[src/rtl/pio_pkg.sv]
package pio_pkg;

    localparam int DW = 8;
    localparam int CW = 8;

    typedef enum logic [1:0] {
        SEL_A   = 2'd0,
        SEL_B   = 2'd1,
        SEL_C   = 2'd2,
        SEL_CTL = 2'd3
    } sel_e;

    typedef struct packed {
        logic [1:0] a_mode;
        logic       a_in;
        logic       cu_in;
        logic       b_mode;
        logic       b_in;
        logic       cl_in;
    } cfg_t;

    localparam cfg_t CFG_RESET = '{a_mode: 2'b00, a_in: 1'b1, cu_in: 1'b1,
                                   b_mode: 1'b0, b_in: 1'b1, cl_in: 1'b1};

    // port C line positions used by the handshakes
    localparam int LN_B_INTR = 0;
    localparam int LN_B_FLAG = 1;
    localparam int LN_B_STB  = 2;
    localparam int LN_A_INTR = 3;
    localparam int LN_A_STBI = 4;
    localparam int LN_A_IBF  = 5;
    localparam int LN_A_ACKO = 6;
    localparam int LN_A_OBF  = 7;

    typedef struct packed {
        logic [CW-1:0] own_out;
        logic [CW-1:0] own_in;
    } c_roles_t;

    function automatic logic a_handshake(cfg_t c);
        return |c.a_mode;
    endfunction

    function automatic c_roles_t c_roles(cfg_t c);
        c_roles_t r;
        r = '0;
        if (c.b_mode) begin
            r.own_out[LN_B_INTR] = 1'b1;
            r.own_out[LN_B_FLAG] = 1'b1;
            r.own_in[LN_B_STB]   = 1'b1;
        end
        if (a_handshake(c)) begin
            r.own_out[LN_A_INTR] = 1'b1;
            if (c.a_in) begin
                r.own_in[LN_A_STBI] = 1'b1;
                r.own_out[LN_A_IBF] = 1'b1;
            end else begin
                r.own_in[LN_A_ACKO] = 1'b1;
                r.own_out[LN_A_OBF] = 1'b1;
            end
        end
        return r;
    endfunction

endpackage

[src/rtl/pio_bus_if.sv]
module pio_bus_if
    import pio_pkg::*;
(
    input  logic       clk,
    input  logic       rst,
    input  logic       cs_n,
    input  logic       rd_n,
    input  logic       wr_n,
    input  logic [1:0] addr,
    output logic       wr_stb,
    output sel_e       wr_sel,
    output logic       rd_done,
    output sel_e       rd_sel,
    output logic       rd_act
);

    logic wr_act;
    logic wr_q;
    logic rd_q;
    sel_e rd_sel_q;

    assign wr_act  = !cs_n && !wr_n;
    assign rd_act  = !cs_n && !rd_n;
    assign wr_stb  = wr_act && !wr_q;
    assign wr_sel  = sel_e'(addr);
    assign rd_done = rd_q && !rd_act;
    assign rd_sel  = rd_sel_q;

    always_ff @(posedge clk) begin
        if (rst) begin
            wr_q     <= 1'b0;
            rd_q     <= 1'b0;
            rd_sel_q <= SEL_A;
        end else begin
            wr_q <= wr_act;
            rd_q <= rd_act;
            if (rd_act) begin
                rd_sel_q <= sel_e'(addr);
            end
        end
    end

endmodule

[src/rtl/pio_hs_port.sv]
module pio_hs_port #(
    parameter int W = 8
) (
    input  logic         clk,
    input  logic         rst,
    input  logic         hs_en,
    input  logic         dir_in,
    input  logic         clr,
    input  logic         wr_stb,
    input  logic [W-1:0] wd,
    input  logic         rd_done,
    input  logic [W-1:0] pins,
    input  logic         hs_n,
    output logic [W-1:0] lat,
    output logic         flag,
    output logic         intr,
    output logic [W-1:0] rd_val
);

    logic [W-1:0] lat_q;
    logic [W-1:0] cap_q;
    logic         ibf_q;
    logic         obf_n_q;
    logic         intr_q;
    logic         hs_q;
    logic         hs_fall;
    logic         hs_rise;

    assign hs_fall = hs_q && !hs_n;
    assign hs_rise = !hs_q && hs_n;

    always_ff @(posedge clk) begin
        if (rst) begin
            hs_q <= 1'b1;
        end else begin
            hs_q <= hs_n;
        end
    end

    always_ff @(posedge clk) begin
        if (rst || clr) begin
            lat_q   <= '0;
            cap_q   <= '0;
            ibf_q   <= 1'b0;
            obf_n_q <= 1'b1;
            intr_q  <= 1'b0;
        end else begin
            if (wr_stb) begin
                lat_q <= wd;
            end
            if (hs_en && dir_in) begin
                if (hs_fall) begin
                    cap_q <= pins;
                    ibf_q <= 1'b1;
                end
                if (hs_rise && ibf_q) begin
                    intr_q <= 1'b1;
                end
                if (rd_done) begin
                    ibf_q  <= 1'b0;
                    intr_q <= 1'b0;
                end
            end else if (hs_en) begin
                if (wr_stb) begin
                    obf_n_q <= 1'b0;
                    intr_q  <= 1'b0;
                end else begin
                    if (hs_fall) begin
                        obf_n_q <= 1'b1;
                    end
                    if (hs_rise) begin
                        intr_q <= 1'b1;
                    end
                end
            end
        end
    end

    assign lat    = lat_q;
    assign flag   = dir_in ? ibf_q : obf_n_q;
    assign intr   = intr_q;
    assign rd_val = !dir_in ? lat_q : (hs_en ? cap_q : pins);

endmodule

[src/rtl/pio_portc.sv]
module pio_portc
    import pio_pkg::*;
(
    input  cfg_t          cfg,
    input  logic [CW-1:0] c_lat,
    input  logic [CW-1:0] pc_in,
    input  logic          a_flag,
    input  logic          a_intr,
    input  logic          b_flag,
    input  logic          b_intr,
    output logic [CW-1:0] pc_out,
    output logic [CW-1:0] pc_oe,
    output logic [CW-1:0] c_rd
);

    localparam int HALF = CW / 2;

    c_roles_t      roles;
    logic [CW-1:0] hs_val;
    logic [CW-1:0] grp_out;

    assign roles = c_roles(cfg);

    always_comb begin
        hs_val            = '0;
        hs_val[LN_B_INTR] = b_intr;
        hs_val[LN_B_FLAG] = b_flag;
        hs_val[LN_A_INTR] = a_intr;
        hs_val[LN_A_IBF]  = a_flag;
        hs_val[LN_A_OBF]  = a_flag;
    end

    genvar gi;
    generate
        for (gi = 0; gi < CW; gi++) begin : g_line
            if (gi < HALF) begin : g_lo
                assign grp_out[gi] = !cfg.cl_in;
            end else begin : g_hi
                assign grp_out[gi] = !cfg.cu_in;
            end
            assign pc_oe[gi]  = roles.own_out[gi] ? 1'b1
                              : (roles.own_in[gi] ? 1'b0 : grp_out[gi]);
            assign pc_out[gi] = roles.own_out[gi] ? hs_val[gi] : c_lat[gi];
            assign c_rd[gi]   = roles.own_out[gi] ? hs_val[gi]
                              : ((!roles.own_in[gi] && grp_out[gi]) ? c_lat[gi] : pc_in[gi]);
        end
    endgenerate

endmodule

[src/rtl/pio_three_port.sv]
module pio_three_port
    import pio_pkg::*;
#(
    parameter int DW_P = pio_pkg::DW
) (
    input  logic            clk,
    input  logic            rst,
    input  logic            cs_n,
    input  logic            rd_n,
    input  logic            wr_n,
    input  logic [1:0]      addr,
    input  logic [DW_P-1:0] d_in,
    output logic [DW_P-1:0] d_out,
    output logic            d_oe,
    input  logic [DW_P-1:0] pa_in,
    output logic [DW_P-1:0] pa_out,
    output logic [DW_P-1:0] pa_oe,
    input  logic [DW_P-1:0] pb_in,
    output logic [DW_P-1:0] pb_out,
    output logic [DW_P-1:0] pb_oe,
    input  logic [CW-1:0]   pc_in,
    output logic [CW-1:0]   pc_out,
    output logic [CW-1:0]   pc_oe
);

    localparam int NP = 2;
    localparam int SELW = $clog2(CW);

    logic wr_stb;
    sel_e wr_sel;
    logic rd_done;
    sel_e rd_sel;
    logic rd_act;

    cfg_t          cfg_q;
    logic [CW-1:0] c_lat;
    logic          mset_stb;
    logic          bsr_stb;
    logic          wr_a_stb;
    logic          a_hs_in;
    logic          a_hs_out;
    logic          a_flag;

    logic [NP-1:0][DW_P-1:0] p_pins;
    logic [NP-1:0][DW_P-1:0] p_lat;
    logic [NP-1:0][DW_P-1:0] p_rd;
    logic [NP-1:0]           p_hs_en;
    logic [NP-1:0]           p_dir_in;
    logic [NP-1:0]           p_wr;
    logic [NP-1:0]           p_rdd;
    logic [NP-1:0]           p_hs_n;
    logic [NP-1:0]           p_flag;
    logic [NP-1:0]           p_intr;
    logic [CW-1:0]           c_rd;

    pio_bus_if u_bus (
        .clk     (clk),
        .rst     (rst),
        .cs_n    (cs_n),
        .rd_n    (rd_n),
        .wr_n    (wr_n),
        .addr    (addr),
        .wr_stb  (wr_stb),
        .wr_sel  (wr_sel),
        .rd_done (rd_done),
        .rd_sel  (rd_sel),
        .rd_act  (rd_act)
    );

    assign mset_stb = wr_stb && (wr_sel == SEL_CTL) && d_in[CW-1];
    assign bsr_stb  = wr_stb && (wr_sel == SEL_CTL) && !d_in[CW-1];

    always_ff @(posedge clk) begin
        if (rst) begin
            cfg_q <= CFG_RESET;
        end else if (mset_stb) begin
            cfg_q <= cfg_t'(d_in[CW-2:0]);
        end
    end

    always_ff @(posedge clk) begin
        if (rst || mset_stb) begin
            c_lat <= '0;
        end else if (bsr_stb) begin
            c_lat[d_in[SELW:1]] <= d_in[0];
        end else if (wr_stb && wr_sel == SEL_C) begin
            c_lat <= d_in[CW-1:0];
        end
    end

    // per-port configuration
    assign p_pins[0]   = pa_in;
    assign p_pins[1]   = pb_in;
    assign p_hs_en[0]  = a_handshake(cfg_q);
    assign p_hs_en[1]  = cfg_q.b_mode;
    assign p_dir_in[0] = cfg_q.a_in;
    assign p_dir_in[1] = cfg_q.b_in;
    assign p_hs_n[0]   = cfg_q.a_in ? pc_in[LN_A_STBI] : pc_in[LN_A_ACKO];
    assign p_hs_n[1]   = pc_in[LN_B_STB];

    genvar gp;
    generate
        for (gp = 0; gp < NP; gp++) begin : g_port
            assign p_wr[gp]  = wr_stb && (wr_sel == sel_e'(gp));
            assign p_rdd[gp] = rd_done && (rd_sel == sel_e'(gp));

            pio_hs_port #(.W(DW_P)) u_port (
                .clk     (clk),
                .rst     (rst),
                .hs_en   (p_hs_en[gp]),
                .dir_in  (p_dir_in[gp]),
                .clr     (mset_stb),
                .wr_stb  (p_wr[gp]),
                .wd      (d_in),
                .rd_done (p_rdd[gp]),
                .pins    (p_pins[gp]),
                .hs_n    (p_hs_n[gp]),
                .lat     (p_lat[gp]),
                .flag    (p_flag[gp]),
                .intr    (p_intr[gp]),
                .rd_val  (p_rd[gp])
            );
        end
    endgenerate

    pio_portc u_portc (
        .cfg    (cfg_q),
        .c_lat  (c_lat),
        .pc_in  (pc_in),
        .a_flag (p_flag[0]),
        .a_intr (p_intr[0]),
        .b_flag (p_flag[1]),
        .b_intr (p_intr[1]),
        .pc_out (pc_out),
        .pc_oe  (pc_oe),
        .c_rd   (c_rd)
    );

    assign wr_a_stb = p_wr[0];
    assign a_hs_in  = p_hs_en[0] && cfg_q.a_in;
    assign a_hs_out = p_hs_en[0] && !cfg_q.a_in;
    assign a_flag   = p_flag[0];

    assign pa_out = p_lat[0];
    assign pb_out = p_lat[1];
    assign pa_oe  = {DW_P{!cfg_q.a_in}};
    assign pb_oe  = {DW_P{!cfg_q.b_in}};

    assign d_oe = rd_act;

    always_comb begin
        unique case (sel_e'(addr))
            SEL_A:   d_out = p_rd[0];
            SEL_B:   d_out = p_rd[1];
            SEL_C:   d_out = c_rd;
            default: d_out = {1'b1, cfg_q};
        endcase
    end

endmodule

[config.mk]
export PLATFORM = sky130hd
export DESIGN_NAME = pio_three_port
export DESIGN_NICKNAME = d
export VERILOG_FILES = /design/src/rtl/pio_pkg.sv /design/src/rtl/pio_bus_if.sv /design/src/rtl/pio_hs_port.sv /design/src/rtl/pio_portc.sv /design/src/rtl/pio_three_port.sv
export SDC_FILE = /design/constraint.sdc
export NUM_CORES = 1
export LEC_CHECK = 0
export BUFFER_PORTS_ARGS = -buffer_cell sky130_fd_sc_hd__buf_2
export CELL_PAD_IN_SITES_DETAIL_PLACEMENT = 0
export CELL_PAD_IN_SITES_GLOBAL_PLACEMENT = 1
export CORE_MARGIN = 10
export CORE_UTILIZATION = 40
export CTS_BUF_LIST = sky130_fd_sc_hd__clkbuf_2 sky130_fd_sc_hd__clkbuf_4 sky130_fd_sc_hd__clkbuf_8
export CTS_CLUSTER_SIZE = 16
export DETAILED_ROUTE_END_ITERATION = 8
export PLACE_DENSITY_LB_ADDON = 0.1
export SLEW_MARGIN = 20
export SYNTH_ARGS = -nofsm -noshare
export SYNTH_HDL_FRONTEND = slang
export SYNTH_SLANG_ARGS = --single-unit
export TNS_END_PERCENT = 5
[constraint.sdc]
create_clock -name clk -period 3.62 [get_ports clk]
set_input_delay 0.724 -clock clk [delete_from_list [all_inputs] [get_ports clk]]
set_output_delay 0.724 -clock clk [all_outputs]
set_load 0.02 [all_outputs]
Word level (Yosys, flattened, before mapping)
Cells that the tools add are included.
{"block": "classes", "addsub": 0, "magnitude_cmp": 2, "n_bitwise": 2, "div": 0, "n_mux": 64, "n_reduce_logical": 62, "n_mul": 0, "n_eq_ne": 6, "shift": 0}
{"cell": "$mux W1", "count": 54}
{"cell": "$mux W8", "count": 6}
{"cell": "$logic_and A1 B1 Y1", "count": 24}
{"cell": "$pmux W8 S3", "count": 1}
{"cell": "$logic_not A1 Y1", "count": 17}
{"cell": "$reduce_bool A2 Y1", "count": 7}
{"cell": "$reduce_and A3 Y1", "count": 4}
{"cell": "$bwmux W8", "count": 1}
{"cell": "$reduce_and A2 Y1", "count": 4}
{"cell": "$reduce_bool A3 Y1", "count": 2}
{"cell": "$eq A2 B1 Y1 const B", "count": 2}
{"cell": "$eq A2 B2 Y1 const B", "count": 2}
{"cell": "$logic_not A2 Y1", "count": 2}
{"cell": "$lt A3 B4 Y1 const B", "count": 1}
{"cell": "$demux W1 S3", "count": 1}
{"cell": "$ge A3 B1 Y1 const B", "count": 1}
{"cell": "$ne A3 B1 Y1 const B", "count": 1}
{"cell": "$ne A3 B2 Y1 const B", "count": 1}
{"cell": "$mux W2", "count": 1}
{"cell": "$not A1 Y1", "count": 2}
{"cell": "$reduce_or A2 Y1", "count": 1}
{"cell": "$logic_or A1 B1 Y1", "count": 1}
{"block": "totals", "inputBits": 39, "mem_bits_rw": 0, "mem_bits_ro": 0, "n_memories": 0, "output_inout_bits": 57, "ff_bits": 59, "latch_bits": 0}

Depth between registers and ports, before layout
Gate-level depths: netlist of run 1.
{"block": "logic_depth", "depth_word": 7, "mapped_depth": 7, "depth_no_buf": 4}

Hierarchy
From an unflattened synthesis of run 1, not the netlist that was laid out.
{"block": "hier_totals", "cells_unflattened": 425, "area_unflattened_um2": 3584.7}
{"module": "pio_hs_port", "area_per_inst_um2": 969.7, "cells_per_inst": 114, "n_inst": 2}
{"module": "pio_three_port", "area_per_inst_um2": 1188.6, "cells_per_inst": 135, "n_inst": 1}
{"module": "pio_portc", "area_per_inst_um2": 299.0, "cells_per_inst": 45, "n_inst": 1}
{"module": "pio_bus_if", "area_per_inst_um2": 157.7, "cells_per_inst": 17, "n_inst": 1}

Worst setup path after synthesis of run 1
Ideal clock, no wire load.
{"block": "synth_timing", "path_kind": "input to output", "start": "input addr[0]", "end": "output d_out[5]", "setup_slack_ps": 1074, "n_path_buf": 2, "path_stages": 6, "t_arrival_ps": 1822, "cell_sequence": "buf_4 clkbuf_1 o21ai_0 a21oi_1 o22ai_1 o2bb2ai_1"}
{"block": "synth_via", "elab_chain_cells": 2, "word_cells_on_any_way": 4, "classes_between": "eq/ne: 2; mux: 1; reduce/logical: 1"}
{"element": "start: declaration", "line_no": "pio_three_port.sv:11", "text": "input logic [1:0] addr,"}
{"element": "$eq A2 B2 Y1, or another cell as far along", "line_no": "pio_three_port.sv:152", "text": "unique case (sel_e'(addr))"}
{"element": "$pmux W8 S3 (*)", "line_no": "pio_three_port.sv:152"}
{"element": "end: declaration", "line_no": "pio_three_port.sv:13", "text": "output logic [DW_P-1:0] d_out,"}
Every way passes the cells marked *; elsewhere a longest branch is shown, timed or not.

Worst setup path in the final report of run 1
{"block": "layout_timing", "start": "register cfg_q[6] (netlist name)", "end": "output d_out[6]"}
{"block": "layout_via", "elab_chain_cells": 6, "word_cells_on_any_way": 8, "classes_between": "mux: 5; reduce/logical: 3"}
{"element": "start: declaration", "line_no": "pio_three_port.sv:35", "text": "cfg_t cfg_q;"}
{"element": "start signal: assignment", "line_no": "pio_three_port.sv:77", "text": "cfg_q <= cfg_t'(d_in[CW-2:0]);"}
{"element": "$reduce_or A2 Y1", "line_no": "pio_pkg.sv:41", "text": "return |c.a_mode;"}
{"element": "$mux W1", "line_no": "pio_pkg.sv:52", "text": "if (a_handshake(c)) begin"}
{"element": "$logic_not A1 Y1", "line_no": "pio_portc.sv:45", "text": ": ((!roles.own_in[gi] && grp_out[gi]) ? c_lat[gi] : pc_in[gi]);"}
{"element": "$logic_and A1 B1 Y1", "line_no": "pio_portc.sv:45"}
{"element": "$mux W1", "line_no": "pio_portc.sv:45"}
{"element": "$pmux W8 S3 (*)", "line_no": "pio_three_port.sv:152"}
Marks and branches as above.

==> summary.md, run 1 <==
| Metric | Value |
|---|---|
| Synth Instances | `420` |
| Power per Cell Area | `just over 400 nW/um2` |
| I/O Buffers | `95` |
| Number of H-tree levels | `3` |
| Ranking of synthesized cells by area | `dfxtp_1 35%, mux2i_1 9.7%, nand2_1 7.2%` |
| Critical Path AT | `around 2300 ps` |
| Post-synth EDFFs | `0` |
| Seq/Total Area, Yosys | `0.3469` |
| Final net count | `526` |
| Sinks on Clock Net | `59` |
| Worst slack, placed | `740.9 ps` |
| Ys async rst share | `0` |
| # diodes | `0` |
| CTS root buf | `clkbuf_8` |
| Fmax | `between 0.3 and 0.4 GHz` |
| Initial Util | `0.4123` |
| Max incr delay on CP | `470 ps` |
| Die width | `about 110 um` |
| R2R Setup Slk | `1480 ps` |
| Multi-input gate area | `1863 um2` |
| Tmin final | `roughly 3000 ps` |
| Initial detailed-routing violation count | `143` |
| Yosys cell types | `49` |
| Launching point of the worst reg2reg path | `u_bus.wr_q` |
| Relative slew slack | `0.5617` |
| Final hold violations | `0` |
| Drt drc | `0` |
| FF+latch count, synth | `59` |
| Hpwl dp | `roughly 8700 um` |
| Hold Path End | `g_port[1].u_port.cap_q[6]` |
| Postcts setup bufs | `0` |
| CTS tree | `yes` |
| Ys Warns | `0` |
| Hold Startpoint | `g_port[1].u_port.cap_q[6]` |
| RR Endpoint | `g_port[0].u_port.ibf_q` |
| GPL Wtd Cong | `just over 0.8` |
| FF+latch area | `between 1000 and 1500 um2` |
| Via count | `~3200` |
| CP Capture Type | `output port` |
| Final WL | `~11000 um` |
| Top FF cell, synth | `dfxtp_1` |
| Max-slew violation count | `0` |
| Hold Path Class | `reg2reg` |
| Worst reg-to-reg path cell count | `6` |
| Die Ht | `112.3 um` |
| Row count | `33` |
| Setup ws final | `~630 ps` |
| Fillers | `around 900` |
| Core area | `just over 8000 um2` |
| Max-cap violations | `0` |
| Worst Clk Skew | `~8 ps` |
| Post-synth top area share | `0.3469` |
| Share of layout cells above drive strength 1 | `0.2825` |
| Avg WL per Cell | `around 19 um` |
| Period utilisation layout | `0.8273` |
| Hold depth | `2` |
| Total Routing Usage GR | `0.1742` |
| Clock Latency Late Sink | `between 300 and 400 ps` |
| I/O Pins | `96` |
| Cell Area, Synth | `roughly 3400 um2` |
| DR vias/cell | `5.414` |
| Clock-pin slew on the worst setup and hold paths | `~70 ps` |
| Setup TNS | `0 ps` |
| Vias in the first global route | `roughly 3200` |
| Slowest cell on crit path | `mux4_2` |
| Clk buf depth | `2` |
| Yosys top cell by area | `dfxtp_1` |
| CP startpoint | `cfg_q[6]` |
| Nature of the critical path startpoint | `flop` |
| RSZ-0062 raised after global routing | `no` |
| Placed Cells | `581` |
| Largest net degree at the start of global routing | `21` |
| Mapped Avg Cell Area | `~8.1 um2` |
| Status | `complete, no violations` |
| Die Area | `between 10000 and 15000 um2` |
| CTS Hold Buffers Added | `0` |
| Critical-path cell list | `nor2_4 -> buf_4 -> mux2i_1 -> a21oi_1 -> mux4_2 -> buf_2` |
| Slew of the pin with the lowest slew margin | `approximately 650 ps` |
| First-pass DRT Iterations | `7` |
| Worst endpoint required time | `~2900 ps` |
| Layout Cells excl Fill | `roughly 600` |
| CTS Buf Count | `9` |
| Layout area overhead | `17.97%` |
| Syn nets | `approximately 460` |
| Post-DRT Antenna Nets | `0` |
| Worst vdd ir | `0.2291 mV` |
| GRT overflow | `0` |
| Resized Gates After CTS | `0` |
| Setup violators final | `0` |
| Leak pwr | `1.777 nW` |
| Largest fanout on the critical path | `10` |
| Setup CP Type | `reg2out` |
| Initial antenna violation count | `0` |
| Global-route wire length before repair | `17820 um` |
==> where the power goes <==
group          leakage (nW)  switching, mW  internal, mW  total [mW]
combinational          1.17          0.137        0.0798       0.216
sequential            0.478         0.0120         0.660       0.672
clock                 0.127          0.260         0.481       0.741
total                  1.78          0.408          1.22        1.63
==> registers in the layout (all words and copies together), names as in the netlist <==
register               cells
u_bus.rd_q                 1
u_bus.wr_q                 1
c_lat                      8
cfg_q                      7
g_port.u_port.intr         2
g_port.u_port.hs_q         2
g_port.u_port.cap_q       16
g_port.u_port.ibf_q        2
u_bus.rd_sel               2
g_port.u_port.lat         16
g_port.u_port.obf_n_q      2
==> Yosys cell counts (all sizes together), types with 3 or more instances <==
| cell | n |
|---|---|
| clkbuf | 11 |
| and2 | 5 |
| dfxtp | 59 |
| mux2i | 33 |
| a311o | 3 |
| inv | 12 |
| nor2b | 9 |
| nor2 | 30 |
| a211o | 6 |
| nor3b | 6 |
| o22ai | 9 |
| or2 | 4 |
| nand4b | 3 |
| buf | 38 |
| nand2 | 66 |
| o21ai | 15 |
| a211oi | 5 |
| nand4 | 4 |
| mux2 | 7 |
| nand2b | 5 |
| nor3 | 4 |
| a31oi | 5 |
| o22a | 4 |
| a21oi | 42 |
| nand3 | 17 |
==> cell usage in the layout (no fill, tap or decap), drive strengths merged, types with 3 or more instances in the layout <==
cell,n
mux2,7
o21ai,15
inv,12
a311o,3
or2,4
nor2,30
mux2i,33
o22a,4
nor3,4
nand2,66
a211oi,5
bufinv,3
nand4b,3
dfxtp,59
nand4,4
buf,105
nand3,17
nor2b,9
o22ai,9
a211o,6
nand2b,5
nor3b,6
a21oi,42
clkbuf,11
a31oi,5
and2,5
==> through the flow <==
stage	instance area, um2	util	power, mW	hold slack, ps
after floorplan	3405	-	0.8257	430.3
after global routing	4016	0.4864	1.695	478.6
after global placement	3771	0.4567	0.9034	440.0
after CTS	4016	0.4864	1.641	456.5
final	4016	0.4864	1.630	455.4
after detailed placement	3771	0.4567	0.9047	447.0
==> worst max-delay path by stage <==
stage,end,slack [ps]
2_1_floorplan,d_out[5],1070
3_3_place_gp,g_port[0].u_port.cap_q[2],770
3_5_place_dp,g_port[0].u_port.cap_q[7],740
4_1_cts,d_out[6],630
5_1_grt,d_out[6],520
6_report,d_out[6],630
==> kinds of logic after synthesis <==
family,count (synthesis),synth area share
flops,59,0.3469
mux,41,0.1279
compound gates,102,0.1922
simple gates,157,0.2271
buf+inv,61,0.1058
==> per-layer routing <==
layer,part of all wire,GRT usage
met1,0.46,0.2258
met3,0.064,0.05644
met4,0.017,0.04738
met5,0,0
met2,0.46,0.2708
==> critical path, delay by kind of cell (launching register included) <==
| kind | cells | cell delay (ps) |
|---|---|---|
| mux | 2 | 690 |
| buf+inv | 2 | 430 |
| flops | 1 | 400 |
| simple gates | 1 | 330 |
| compound gates | 1 | 90 |
==> layout make-up <==
type	count	share of cell area
Clock buffer	11	0.03614
Timing Repair Buffer	105	0.1371
Inverter	12	0.01121
Tap cell	105	0.03271
Multi-Input combinational cell	300	0.4639
Sequential cell	59	0.2941
Clock inverter	5	0.02492
Note: power is estimated with default switching activity, not from simulation.
==> run 2: changes to the inputs <==
CORE_UTILIZATION = 35   (was 40)
clock period = 2.6 ns   (was 3.62 ns; I/O delays follow)
==> summary.md, run 2 (synthesis results as in run 1) <==
| Metric | Value |
|---|---|
| Max-slew violation count | `0 (unchanged)` |
| Largest net degree at the start of global routing | `38 (was 21)` |
| Setup CP Type | `reg2out (unchanged)` |
| First-pass DRT Iterations | `4 (was 7)` |
| Avg WL per Cell | `19.48 um (was 19.05 um)` |
| Initial detailed-routing violation count | `168 (was 143)` |
| Row count | `35 (was 33)` |
| Worst Clk Skew | `4.981 ps (was 8.208 ps)` |
| Sinks on Clock Net | `59 (unchanged)` |
| Nature of the critical path startpoint | `flop (unchanged)` |
| CTS Buf Count | `9 (unchanged)` |
| Number of H-tree levels | `3 (unchanged)` |
| Setup violators final | `0 (unchanged)` |
| Most frequent cells in the layout | `95 x buf_2, 65 x nand2_1, 54 x dfxtp_1 (was 95 x buf_2, 65 x nand2_1, 59 x dfxtp_1)` |
| Leak pwr | `1.792 nW (was 1.777 nW)` |
| Relative slew slack | `0.5619 (was 0.5617)` |
| Clk buf depth | `2 (unchanged)` |
| Power per Cell Area | `518.8 nW/um2 (was 405.9 nW/um2)` |
| Final Instance Area | `4084 um2 (was 4016 um2)` |
| Final Core Density | `0.4358 (was 0.4864)` |
| Initial Util | `0.3633 (was 0.4123)` |
| Final WL | `12260 um (was 11370 um)` |
| Die width | `118.6 um (was 112.3 um)` |
| Hold Path Class | `in2reg (was reg2reg)` |
| Layout area overhead | `19.96% (was 17.97%)` |
| Fmax | `0.3997 GHz` |
| CP startpoint | `cfg_q[6] (unchanged)` |
| Final net count | `534 (was 526)` |
| Tmin final | `2502 ps` |
| Core area | `9371 um2 (was 8258 um2)` |
| Worst endpoint required time | `2080 ps (was 2900 ps)` |
| CTS tree | `yes (unchanged)` |
| RSZ-0062 raised after global routing | `no (unchanged)` |
| I/O Pins | `96 (unchanged)` |
| Slew of the pin with the lowest slew margin | `654.2 ps (was 654.5 ps)` |
| Die Ht | `118.6 um (was 112.3 um)` |
| I/O Buffers | `95 (unchanged)` |
| Global-route wire length before repair | `19020 um (was 17820 um)` |
| Largest fanout on the critical path | `6 (was 10)` |
| Die Area | `14070 um2 (was 12600 um2)` |
| Hold Startpoint | `wr_n (was g_port[1].u_port.cap_q[6])` |
| Clock-pin slew on the worst setup and hold paths | `70 ps (about the same)` |
| CTS Hold Buffers Added | `0 (unchanged)` |
| Vias in the first global route | `3173 (was 3209)` |
| Clock Latency Late Sink | `340 ps (about the same)` |
| Launching point of the worst reg2reg path | `cfg_q[1] (was u_bus.wr_q)` |
| Worst vdd ir | `0.1884 mV (was 0.2291 mV)` |
| GRT overflow | `0 (unchanged)` |
| Total Routing Usage GR | `0.1692 (was 0.1742)` |
| # diodes | `0 (unchanged)` |
| Via count | `3269 (was 3232)` |
| Final hold violations | `0 (unchanged)` |
| Commonest non-fill, non-tap cell in the layout | `buf_2 (unchanged)` |
| Dpl cell area | `3874 um2 (was 3771 um2)` |
| CTS root buf | `clkbuf_8 (unchanged)` |
| Hpwl dp | `9226 um (was 8718 um)` |
| Critical Path AT | `1980 ps (was 2270 ps)` |
| Max-cap violations | `0 (unchanged)` |
| Post-DRT Antenna Nets | `0 (unchanged)` |
| Postcts setup bufs | `0 (unchanged)` |
| Share of layout cells above drive strength 1 | `0.3040 (was 0.2825)` |
| Initial antenna violation count | `0 (unchanged)` |
| Drt drc | `0 (unchanged)` |
| Period utilisation layout | `0.9622` |
| Status | `complete, no violations (unchanged)` |
| DR vias/cell | `5.197 (was 5.414)` |
| CP Capture Type | `output port (unchanged)` |
| GPL Wtd Cong | `0.9269 (was 0.8292)` |
| Setup TNS | `0 ps (unchanged)` |
[run 2: cell count changes in the layout (fill, tap and decap cells not counted)]
cell,change
a2111oi_0,-1
a2111oi_1,+1
buf_12,+1
buf_4,+7
bufinv_16,-2
clkbuf_4,+1
clkinv_2,-1
clkinvlp_4,+2
dfxtp_1,-5
dfxtp_2,+5
[run 2: critical path: stages (launching register included)]
cell and delay, ps:
dfxtp_2 380, o21bai_4 230, nand2b_2 100, mux2_4 290, mux4_2 470, buf_2 180
[run 2: area by class of cell]
type	instances	area (um2)
timing repair buffer	113	623.1
sequential	59	1187
inverter	12	45.04
multi-input combinational	300	1864
tap	129	161.4
clock inverter	4	50.05
clock buffer	12	152.6
fill	1019	5288
[run 2: worst paths after layout]
kind                                    end  slack, ps  depth (start not counted)
setup / recovery                   d_out[6]        100                          5
hold / removal                   u_bus.wr_q        400                          2
setup reg to reg  g_port[1].u_port.cap_q[4]        900                          5
hold reg to reg   g_port[1].u_port.cap_q[1]        450                          2
[run 2: where the power goes]
part	switching, mW	total (mW)	leakage [nW]	internal [mW]
clock network	0.381	0.869	0.0994	0.489
logic	0.196	0.313	1.21	0.117
registers	0.0171	0.937	0.478	0.919
total	0.593	2.12	1.79	1.53
[run 2: timing repair]
item / 4_1_cts / 5_1_grt
endpoints found under the hold margin: 0 / 0
gates resized for setup: 3 / 3
setup endpoints to repair: 3 / 2
[run 2: metal layers]
metal | GRT usage | up-vias | part of all wire
met5 | 0 | - | 0
met4 | 0.05267 | 0 | 0.014
met3 | 0.03046 | 13 | 0.051
met2 | 0.2555 | 97 | 0.46
met1 | 0.2367 | 1546 | 0.48
li1 | - | 1613 | -
[run 2: through the flow]
stage	std cells	hold WS (ps)	total power, mW	worst slack [ps]
2_1_floorplan	420	430.3	1.150	448.9
3_3_place_gp	613	439.4	1.269	288.2
3_5_place_dp	613	445.1	1.270	240.3
4_1_cts	629	392.3	2.140	18.59
5_1_grt	629	410.5	2.203	8.451
6_report	629	399.1	2.119	98.16
==> run 3: changes to the inputs <==
CORE_UTILIZATION = 39   (was 35)
clock period = 2.38 ns   (was 2.6 ns; I/O delays follow)
==> summary.md, run 3 (synthesis results as in run 1) <==
| Metric | Value |
|---|---|
| FF+latch area | `1191 um2 (was 1187 um2)` |
| CTS root buf | `clkbuf_8 (unchanged)` |
| Final Instance Area | `4108 um2 (was 4084 um2)` |
| Launching point of the worst reg2reg path | `cfg_q[2] (was cfg_q[1])` |
| Dpl cell area | `3885 um2 (was 3874 um2)` |
| Worst reg-to-reg path cell count | `5 (unchanged)` |
| Largest fanout on the critical path | `6 (unchanged)` |
| R2R Setup Slk | `720 ps (was 900 ps)` |
| Tmin final | `2401 ps` |
| Final net count | `541 (was 534)` |
| I/O Pins | `96 (unchanged)` |
| Leak pwr | `1.802 nW (was 1.792 nW)` |
| Total Routing Usage GR | `0.1793 (was 0.1692)` |
| DR vias/cell | `5.354 (was 5.197)` |
| RR Endpoint | `g_port[1].u_port.cap_q[4] (unchanged)` |
| Worst slack, placed | `170.4 ps (was 240.3 ps)` |
| Status | `complete, but fails checks (was complete, no violations)` |
| Share of layout cells above drive strength 1 | `0.3235 (was 0.3040)` |
| Die Ht | `113.4 um (was 118.6 um)` |
| First-pass DRT Iterations | `5 (was 4)` |
| CTS Hold Buffers Added | `0 (unchanged)` |
| Commonest non-fill, non-tap cell in the layout | `buf_2 (unchanged)` |
| Setup CP Type | `reg2out (unchanged)` |
| DR WL met3 | `785 um (was 623 um)` |
| GPL Wtd Cong | `0.8369 (was 0.9269)` |
| Power per Cell Area | `532.8 nW/um2 (was 518.8 nW/um2)` |
| Clock Latency Late Sink | `330 ps (was 340 ps)` |
| RSZ-0062 raised after global routing | `yes (was no)` |
| I/O Buffers | `95 (unchanged)` |
| Multi-input gate area | `1889 um2 (was 1864 um2)` |
| CTS tree | `yes (unchanged)` |
| Vias in the first global route | `3342 (was 3173)` |
| Final Core Density | `0.4780 (was 0.4358)` |
| Die width | `113.4 um (was 118.6 um)` |
| Initial Util | `0.3962 (was 0.3633)` |
| Fillers | `918 (was 1019)` |
| Setup violators final | `1 (was 0)` |
| Worst endpoint required time | `1900 ps (was 2080 ps)` |
| Via count | `3293 (was 3269)` |
| Largest net degree at the start of global routing | `43 (was 38)` |
| Period utilisation layout | `1.009` |
| Nature of the critical path startpoint | `flop (unchanged)` |
| CP Capture Type | `output port (unchanged)` |
| Setup TNS | `-21.00 ps (was 0 ps)` |
| Drt drc | `0 (unchanged)` |
| GRT overflow | `0 (unchanged)` |
| CTS Buf Count | `9 (unchanged)` |
| CP startpoint | `cfg_q[5] (was cfg_q[6])` |
| Max-slew violation count | `0 (unchanged)` |
| Worst vdd ir | `0.1850 mV (was 0.1884 mV)` |
| Slew of the pin with the lowest slew margin | `651.7 ps (was 654.2 ps)` |
| Tot Pwr | `2.189 mW (was 2.119 mW)` |
| Failing checks | `setup timing` |
| Relative slew slack | `0.5636 (was 0.5619)` |
| Metal2 WL | `5315 um (was 5596 um)` |
| Max-cap violations | `0 (unchanged)` |
| Hpwl dp | `8929 um (was 9226 um)` |
| Number of H-tree levels | `3 (unchanged)` |
| Layout Cells excl Fill | `615 (was 629)` |
| Most frequent cells in the layout | `94 x buf_2, 65 x nand2_1, 55 x dfxtp_1 (was 95 x buf_2, 65 x nand2_1, 54 x dfxtp_1)` |
| Metal-1 WL | `5472 um (was 5861 um)` |
| Post-DRT Antenna Nets | `0 (unchanged)` |
| Clock-pin slew on the worst setup and hold paths | `70 ps (about the same)` |
| Global-route wire length before repair | `18520 um (was 19020 um)` |
| Placed Cells | `597 (was 613)` |
| Die Area | `12870 um2 (was 14070 um2)` |
| Fmax | `0.4165 GHz` |
| # diodes | `0 (unchanged)` |
| Avg WL per Cell | `19.21 um (was 19.48 um)` |
| Initial antenna violation count | `0 (unchanged)` |
| Final hold violations | `0 (unchanged)` |
| Critical Path AT | `1920 ps (was 1980 ps)` |
| Uppermost layer routed | `met4 (unchanged)` |
| CP endpoint | `d_out[6] (unchanged)` |
| Row count | `34 (was 35)` |
| Worst Clk Skew | `10.75 ps (was 4.981 ps)` |
| Hold WS | `353.0 ps (was 399.1 ps)` |
| Sinks on Clock Net | `59 (unchanged)` |
| Clk buf depth | `2 (unchanged)` |
| Core area | `8593 um2 (was 9371 um2)` |
| Layout area overhead | `20.65% (was 19.96%)` |
| Initial detailed-routing violation count | `177 (was 168)` |
| Setup ws final | `-21.00 ps (was 98.16 ps)` |
| Final WL | `11820 um (was 12260 um)` |
| Hold Path Class | `in2reg (unchanged)` |
[run 3: cell count changes in the layout (fill, tap and decap cells not counted), moves of 2 or more]
| cell | before | now |
|---|---|---|
| clkbuf_4 | 2 | 4 |
| mux2i_1 | 33 | 29 |
| mux2i_2 | 0 | 4 |
| dfxtp_4 | 0 | 2 |
| clkinvlp_4 | 2 | 0 |
| buf_4 | 17 | 25 |
| dfxtp_2 | 5 | 2 |
| clkinv_2 | 1 | 3 |
[run 3: where the power goes]
group          leakage (nW)  switching [mW]  internal, mW
registers             0.479          0.0160          1.00
logic                  1.23           0.218         0.137
clock network        0.0948           0.395         0.420
total                  1.80           0.630          1.56
[run 3: what timing repair did]
action,4_1_cts,5_1_grt
resized for setup,7,8
setup buffers,1,1
pin swaps,2,2
endpoints found under the setup margin,8,5
[run 3: per-layer routing]
layer | up-vias | GRT usage
li1 | 1630 | -
met1 | 1539 | 0.2397
met3 | 18 | 0.03885
met5 | - | 0
met4 | 0 | 0.06684
met2 | 106 | 0.2761
[run 3: layout make-up]
cell class	count	share of cell area
multi-input cells	300	0.4599
flip-flops and latches	59	0.2900
repair buffers	120	0.1651
clock buffers	13	0.03747
well taps	108	0.03290
inverters	12	0.01097
clock inverters	3	0.003655
[run 3: worst max-delay path, cell delays in order (launching register included)]
cell and delay, ps:
dfxtp_4 380, nor2_4 200, mux2i_2 280, a21oi_1 90, mux4_2 460, buf_4 170
[run 3: worst min-delay path by stage]
| stage | start | to | slack [ps] | depth (start not counted) |
|---|---|---|---|---|
| finish | wr_n | u_bus.wr_q | 350 | 2 |
| global route | wr_n | u_bus.wr_q | 370 | 2 |
| CTS | wr_n | u_bus.wr_q | 340 | 2 |
| detailed placement | g_port[1].u_port.cap_q[3] | g_port[1].u_port.cap_q[3] | 450 | 2 |
| global placement | g_port[1].u_port.cap_q[3] | g_port[1].u_port.cap_q[3] | 440 | 2 |
| floorplan | g_port[1].u_port.cap_q[1] | g_port[1].u_port.cap_q[1] | 430 | 2 |
